===== src/rtl/tick_bank_pkg.sv =====
package tick_bank_pkg;

  // bytes per channel slot; the four words inside a slot are picked by address bits [3:2]
  localparam int unsigned SLOT_BYTES = 16;

  typedef enum logic [1:0] {
    FLD_LOAD = 2'd0,
    FLD_CUR  = 2'd1,
    FLD_CTRL = 2'd2,
    FLD_FLAG = 2'd3
  } chan_fld_e;

  // channel control bit positions
  localparam int unsigned CTL_EN    = 0;
  localparam int unsigned CTL_IE    = 1;
  localparam int unsigned CTL_CHAIN = 2;

  // global control bit positions
  localparam int unsigned MC_FREEZE = 0;
  localparam int unsigned MC_OFF    = 1;
  localparam int unsigned MC_FIXED  = 2;

endpackage


===== src/rtl/tick_mctl.sv =====
module tick_mctl
  import tick_bank_pkg::*;
#(
  parameter int unsigned DW = 32
) (
  input  logic          clk,
  input  logic          rst_n,
  input  logic          wr,
  input  logic [1:0]    wdata,
  input  logic          dbg_halt,
  output logic [DW-1:0] rdata,
  output logic          run_ok
);

  logic frz_q;
  logic off_q;

  // counting is allowed unless switched off or frozen by the debug pin
  function automatic logic may_count(input logic off, input logic frz, input logic dbg);
    return !off && !(frz && dbg);
  endfunction

  always_ff @(posedge clk or negedge rst_n) begin
    if (!rst_n) begin
      frz_q <= 1'b0;
      off_q <= 1'b1;
    end else if (wr) begin
      frz_q <= wdata[MC_FREEZE];
      off_q <= wdata[MC_OFF];
    end
  end

  assign run_ok = may_count(off_q, frz_q, dbg_halt);

  always_comb begin
    rdata            = '0;
    rdata[MC_FREEZE] = frz_q;
    rdata[MC_OFF]    = off_q;
    rdata[MC_FIXED]  = 1'b1;
  end

  assert_mctl_update_R2: assert property (@(posedge clk) disable iff (!rst_n)
    wr |=> (off_q == $past(wdata[MC_OFF])) && (frz_q == $past(wdata[MC_FREEZE])));

endmodule


===== src/rtl/tick_chan.sv =====
module tick_chan
  import tick_bank_pkg::*;
#(
  parameter int unsigned DW       = 32,
  parameter bit          CHAIN_OK = 1'b1
) (
  input  logic          clk,
  input  logic          rst_n,
  input  logic          wr_load,
  input  logic          wr_ctrl,
  input  logic          wr_flag,
  input  logic [DW-1:0] wdata,
  input  chan_fld_e     rd_fld,
  input  logic          run_ok,
  input  logic          prev_expire,
  output logic [DW-1:0] rdata,
  output logic          expire,
  output logic          irq
);

  logic [DW-1:0] load_q;
  logic [DW-1:0] count_q;
  logic          en_q;
  logic          ie_q;
  logic          chain_q;
  logic          armed_q;
  logic          flag_q;

  logic          chained;
  logic          start;
  logic          step;
  logic          clr_req;

  // next counter value: load on start, wrap to reload at zero, else decrement
  function automatic logic [DW-1:0] next_count(input logic [DW-1:0] cur, input logic [DW-1:0] ld,
                                               input logic st, input logic stp);
    if (st)  return ld;
    if (stp) return (cur == '0) ? ld : cur - 1'b1;
    return cur;
  endfunction

  if (CHAIN_OK) begin : g_chain
    assign chained = chain_q;
  end else begin : g_nochain
    assign chained = 1'b0;
  end

  assign start   = en_q && !armed_q;
  assign step    = en_q && armed_q && run_ok && (!chained || prev_expire);
  assign expire  = step && (count_q == '0);
  assign clr_req = wr_flag && wdata[0];
  assign irq     = flag_q && ie_q;

  always_ff @(posedge clk or negedge rst_n) begin
    if (!rst_n) begin
      load_q  <= '0;
      count_q <= '0;
      en_q    <= 1'b0;
      ie_q    <= 1'b0;
      chain_q <= 1'b0;
      armed_q <= 1'b0;
      flag_q  <= 1'b0;
    end else begin
      if (wr_load) load_q <= wdata;
      if (wr_ctrl) begin
        en_q    <= wdata[CTL_EN];
        ie_q    <= wdata[CTL_IE];
        chain_q <= wdata[CTL_CHAIN];
      end
      armed_q <= en_q;
      count_q <= next_count(count_q, load_q, start, step);
      if (expire)       flag_q <= 1'b1;
      else if (clr_req) flag_q <= 1'b0;
    end
  end

  always_comb begin
    rdata = '0;
    case (rd_fld)
      FLD_LOAD: rdata = load_q;
      FLD_CUR:  rdata = count_q;
      FLD_CTRL: begin
        rdata[CTL_EN]    = en_q;
        rdata[CTL_IE]    = ie_q;
        rdata[CTL_CHAIN] = chain_q;
      end
      default:  rdata[0] = flag_q;
    endcase
  end

  assert_hold_disabled_R4: assert property (@(posedge clk) disable iff (!rst_n)
    !en_q |=> $stable(count_q));
  assert_start_load_R4: assert property (@(posedge clk) disable iff (!rst_n)
    (en_q && !armed_q) |=> (count_q == $past(load_q)));
  assert_reload_R3: assert property (@(posedge clk) disable iff (!rst_n)
    expire |=> (count_q == $past(load_q)));
  assert_set_wins_R10: assert property (@(posedge clk) disable iff (!rst_n)
    expire |=> flag_q);
  assert_halted_R6: assert property (@(posedge clk) disable iff (!rst_n)
    (!run_ok && armed_q) |=> $stable(count_q));
  assert_chain_wait_R8: assert property (@(posedge clk) disable iff (!rst_n)
    (chained && !prev_expire && armed_q) |=> $stable(count_q));
  assert_w1c_R9: assert property (@(posedge clk) disable iff (!rst_n)
    (clr_req && !expire) |=> !flag_q);
  assert_flag_keep_R9: assert property (@(posedge clk) disable iff (!rst_n)
    (!clr_req && !expire) |=> $stable(flag_q));

endmodule


===== src/rtl/tick_bank.sv =====
module tick_bank
  import tick_bank_pkg::*;
#(
  parameter int unsigned NCH     = 4,
  parameter int unsigned DW      = 32,
  parameter int unsigned AW      = 12,
  parameter int unsigned CH_BASE = 256
) (
  input  logic           clk,
  input  logic           rst_n,
  input  logic [AW-1:0]  bus_addr,
  input  logic           bus_we,
  input  logic [DW-1:0]  bus_wdata,
  output logic [DW-1:0]  bus_rdata,
  input  logic           dbg_halt,
  output logic [NCH-1:0] tmr_irq
);

  localparam int unsigned SPAN = NCH * SLOT_BYTES;
  localparam int unsigned SW   = AW - 4;

  logic          hit_mctl;
  logic          in_chan;
  logic [AW-1:0] ch_off;
  logic [SW-1:0] ch_slot;
  chan_fld_e     ch_fld;
  logic          run_ok;
  logic [DW-1:0] mctl_rd;
  logic [NCH-1:0] ch_wr;
  logic [NCH-1:0] ch_exp;
  logic [DW-1:0] ch_rd [NCH];

  assign hit_mctl = (bus_addr == '0);
  assign ch_off   = bus_addr - AW'(CH_BASE);
  assign ch_slot  = ch_off[AW-1:4];
  assign ch_fld   = chan_fld_e'(ch_off[3:2]);
  assign in_chan  = (bus_addr >= AW'(CH_BASE)) && (ch_off < AW'(SPAN)) && (ch_off[1:0] == 2'b00);

  tick_mctl #(.DW(DW)) u_mctl (
    .clk      (clk),
    .rst_n    (rst_n),
    .wr       (bus_we && hit_mctl),
    .wdata    (bus_wdata[1:0]),
    .dbg_halt (dbg_halt),
    .rdata    (mctl_rd),
    .run_ok   (run_ok)
  );

  for (genvar g = 0; g < NCH; g++) begin : g_ch
    logic prev_exp;
    assign ch_wr[g] = bus_we && in_chan && (ch_slot == SW'(g));
    if (g == 0) begin : g_first
      assign prev_exp = 1'b0;
    end else begin : g_next
      assign prev_exp = ch_exp[g-1];
    end
    tick_chan #(.DW(DW), .CHAIN_OK(g != 0)) u_chan (
      .clk         (clk),
      .rst_n       (rst_n),
      .wr_load     (ch_wr[g] && (ch_fld == FLD_LOAD)),
      .wr_ctrl     (ch_wr[g] && (ch_fld == FLD_CTRL)),
      .wr_flag     (ch_wr[g] && (ch_fld == FLD_FLAG)),
      .wdata       (bus_wdata),
      .rd_fld      (ch_fld),
      .run_ok      (run_ok),
      .prev_expire (prev_exp),
      .rdata       (ch_rd[g]),
      .expire      (ch_exp[g]),
      .irq         (tmr_irq[g])
    );
  end

  always_comb begin
    bus_rdata = '0;
    if (hit_mctl) bus_rdata = mctl_rd;
    for (int i = 0; i < NCH; i++) begin
      if (in_chan && (ch_slot == SW'(i))) bus_rdata = ch_rd[i];
    end
  end

  assert_single_target_R2: assert property (@(posedge clk) disable iff (!rst_n)
    $onehot0({bus_we && hit_mctl, ch_wr}));
  assert_off_no_expiry_R6: assert property (@(posedge clk) disable iff (!rst_n)
    !run_ok |-> (ch_exp == '0));

endmodule


===== config.mk =====
export PLATFORM = sky130hd
export DESIGN_NAME = tick_bank
export DESIGN_NICKNAME = d
export VERILOG_FILES = /design/src/rtl/tick_bank_pkg.sv /design/src/rtl/tick_mctl.sv /design/src/rtl/tick_chan.sv /design/src/rtl/tick_bank.sv
export SDC_FILE = /design/constraint.sdc
export NUM_CORES = 1
export LEC_CHECK = 0
export CAP_MARGIN = 0
export CORE_ASPECT_RATIO = 1.75
export CORE_MARGIN = 5
export CORE_UTILIZATION = 40
export CTS_BUF_LIST = sky130_fd_sc_hd__clkbuf_2
export DETAILED_ROUTE_END_ITERATION = 7
export DONT_BUFFER_PORTS = 1
export SETUP_SLACK_MARGIN = 0.3
export SLEW_MARGIN = 40
export SYNTH_ARGS = -nofsm -noshare
export SYNTH_HDL_FRONTEND = slang
export SYNTH_SLANG_ARGS = --single-unit
export TNS_END_PERCENT = 10

===== constraint.sdc =====
create_clock -name clk -period 4.8 [get_ports clk]
set_input_delay 0.96 -clock clk [delete_from_list [all_inputs] [get_ports clk]]
set_output_delay 0.96 -clock clk [all_outputs]
set_load 0.01 [all_outputs]

==> impl_metrics.tcl <==
set metrics [dict create \
    status "complete, but fails checks" \
    violations "negative hold slack" \
    clkSinkCount 278 \
    min_period_ns 4.14 \
    synth-warning-count 0 \
    grt_max_degree 279 \
    max-slew-margin-rel_pct 28.8 \
    finalCritPeriodShare_pct 86.3 \
    clock_latency_ns 0.96 \
    postSynth.asyncResetShare_pct 100 \
    hold_ws_ns -0.268 \
    tns_ns 0 \
    wl_per_cell_um 25.1 \
    regArea_um2 6960 \
    io_pins 84 \
    antenna_found_initial 2 \
    ys_types 76 \
    drive_gt1_share_pct 22.2 \
    gp_congestion 0.927 \
    die_area_um2 44800 \
    vdd.ir_drop.worst_mv 0.0977 \
    post_cts_buffers 0 \
    ys_seq_elements 278 \
    slowest_delay_ns 0.50 \
    max_cap_violations 0 \
    clockRootBuffer "clkbuf_2" \
    syn_to_final_growth_pct 6.66 \
    nFillCells 3905 \
    fmax_mhz 241 \
    p_clk_share_pct 34.4 \
    cts_tree "yes" \
    synth-edff-count 0 \
    yosys.area.top_type "dfrtp_1" \
    portBuffers 0 \
    cp_top_family "simple AND/OR/NAND/NOR gates" \
    core_um2 40100 \
    cpMostUsedCell "buf_4" \
    postCtsResizedCells 0 \
    drtIter0Drc 1130 \
    syn_inst 1654 \
    mostFrequentLayoutCell "dfrtp_1" \
    grt_pass1_wl_mm 84.0 \
    htree_levels 3 \
    critPathKind "primary input to primary output" \
    max_slew.worst_pin.slew_ns 1.07 \
    synthTopCellsByArea "dfrtp_1, mux2_2, o21ai_0, mux4_2, a21oi_1" \
    r2r-end "g_ch[2].u_chan.count_q[26]$_DFFE_PN0P_" \
    routed_via_density 6.37 \
    path_max_fanout 28 \
    wl_mm 55.0 \
    synthesis.area_um2 16200 \
    slew_violations 0 \
    fp.dieH_um 276 \
    reg2reg_slack_ns 1.03 \
    startpoint_type "primary input" \
    cts_made_buffers 67 \
    grt_use_total_pct 24.2 \
    synth_nets 1709 \
    power_frac_seq_pct 56.6 \
    power_switching_uw 1410 \
    layout_common_cells "dfrtp_1, o21ai_0, a21oi_1" \
    row_count 97 \
    p_per_area_nw_per_um2 268 \
    hpwl_mm 39.4 \
    critPathCaptureType "primary output" \
    crit_path_top_delay_cell "or4_1" \
    setup_viol 0 \
    ys.flop_type "dfrtp_1" \
    arrival_ns 3.18 \
    rsz0062_at_grt "no" \
    initial_utilization_pct 40.4 \
    syn-mean-instance-area_um2 9.79 \
    clockBufferDepth 3 \
    gr-total-overflow 0 \
    postPlaceCellArea_um2 16700 \
    finalClockSkew_ns 0.0880 \
    r2r_start "g_ch[1].u_chan.count_q[13]$_DFFE_PN0P_" \
    multi_input_area_um2 8650 \
    clk_pin_slew_ns 0.10 \
    cp_num_buf_inv 3 \
    die_w_um 162 \
    combinationalPowerShare_pct 9.1 \
    grt_pass1_vias 14009 \
    r2r_cells 8 \
    p_leak_uw 0.00777 \
    ys_seq_area_share_pct 43.0 \
    drcViolationCount 0 \
    fin_nets 1706 \
    dr.pass1.iters 5 \
    postLayoutCellArea_um2 17300 \
    required_ns 3.84 \
    dp.cells 2077 \
    synthDominantCellAreaShare_pct 42.8 \
    hold_violations 277 \
    hold_path.class "primary input to async pin" \
    ant_nets 0 \
    fin_cells 2193 \
    vias 13972 \
    p_sw_share_pct 30.5 \
    fin_util_pct 43.1 \
    p_int_uw 3220 \
    worstPathCellList "or4_1 > nor2_1 > nand2_1 > nor3_1 > buf_4 > nand2_1 > buf_4 > o22a_1 > a21oi_1 > buf_4" \
]
[power by group through the flow]
| stage | combinational (uW) | clock, uW | sequential (uW) |
|---|---|---|---|
| floorplan | 356 | 0 | 2590 |
| global placement | 403 | 0 | 2650 |
| detailed placement | 412 | 0 | 2660 |
| CTS | 416 | 1640 | 2610 |
| global route | 461 | 1750 | 2640 |
| finish | 419 | 1590 | 2620 |
[cells by family after synthesis]
kind of cell             Yosys count  synth area share (%)
buffers and inverters            149                  3.99
multiplexers                     238                  18.4
flip-flops                       278                  43.0
AO/OA/AOI/OAI                    486                  18.7
adder cells (fa/ha/maj)            7                 0.541
AND/OR/NAND/NOR                  496                  15.4
[flip-flops by register name, summed over array words and instances (netlist names)]
register             count
u_mctl.frz_q             1
g_ch.u_chan.load_q     128
g_ch.u_chan.chain_q      4
g_ch.u_chan.flag_q       4
g_ch.u_chan.ie_q         4
g_ch.u_chan.en_q         4
u_mctl.off_q             1
g_ch.u_chan.count_q    128
g_ch.u_chan.armed_q      4
[cells in the mapped netlist (26+ instances only)]
library cell,instances
a21oi_1,142
o21ai_0,152
o22ai_1,34
dfrtp_1,277
nor3_1,69
mux2_2,141
mux4_2,32
nor2_1,141
nand2_1,102
inv_1,30
mux2i_1,64
nor4_1,38
clkbuf_1,75
nand3_1,26
[per-stage QoR]
step | hold WS (ns) | worst slack (ns) | total power (uW)
floorplan | 0.352 | 0.796 | 2950
global placement | 0.470 | 0.707 | 3060
detailed placement | 0.474 | 0.719 | 3070
CTS | -0.373 | 0.712 | 4670
global route | -0.366 | 0.542 | 4840
finish | -0.268 | 0.658 | 4630
[worst max path at each step]
stage	start	slack (ns)	endpoint	cells after the start
global route	bus_addr[7]	0.54	bus_rdata[27]	9
CTS	bus_addr[7]	0.71	bus_rdata[11]	10
global placement	bus_addr[7]	0.71	bus_rdata[11]	10
detailed placement	bus_addr[7]	0.72	bus_rdata[11]	10
floorplan	bus_addr[7]	0.80	bus_rdata[29]	8
finish	bus_addr[7]	0.66	bus_rdata[11]	10
[worst register-to-register path: stages, from the launching register on]
cell	delay [ns]
dfrtp_1	0.45
or3_1	0.47
or4_1	0.58
or4_4	0.60
a21o_1	0.27
a31oi_2	0.45
buf_4	0.37
o21ai_0	0.19
a221o_1	0.32
[area by class of cell]
type | instances | share of cell area [%]
tap | 495 | 3.58
clock buffer | 92 | 2.67
multi-input combinational | 1227 | 50.1
timing repair buffer | 47 | 2.04
sequential | 278 | 40.3
clock inverter | 22 | 0.659
antenna | 2 | 0.0290
inverter | 30 | 0.652
[routing by layer]
layer	GRT usage [%]	vias up	wire, um
met2	43.1	545	29000
met3	4.35	183	2590
met5	0	-	0
met1	25.9	6991	19500
li1	-	6253	-
met4	15.9	0	3990
Power figures use the tool's default switching activity.
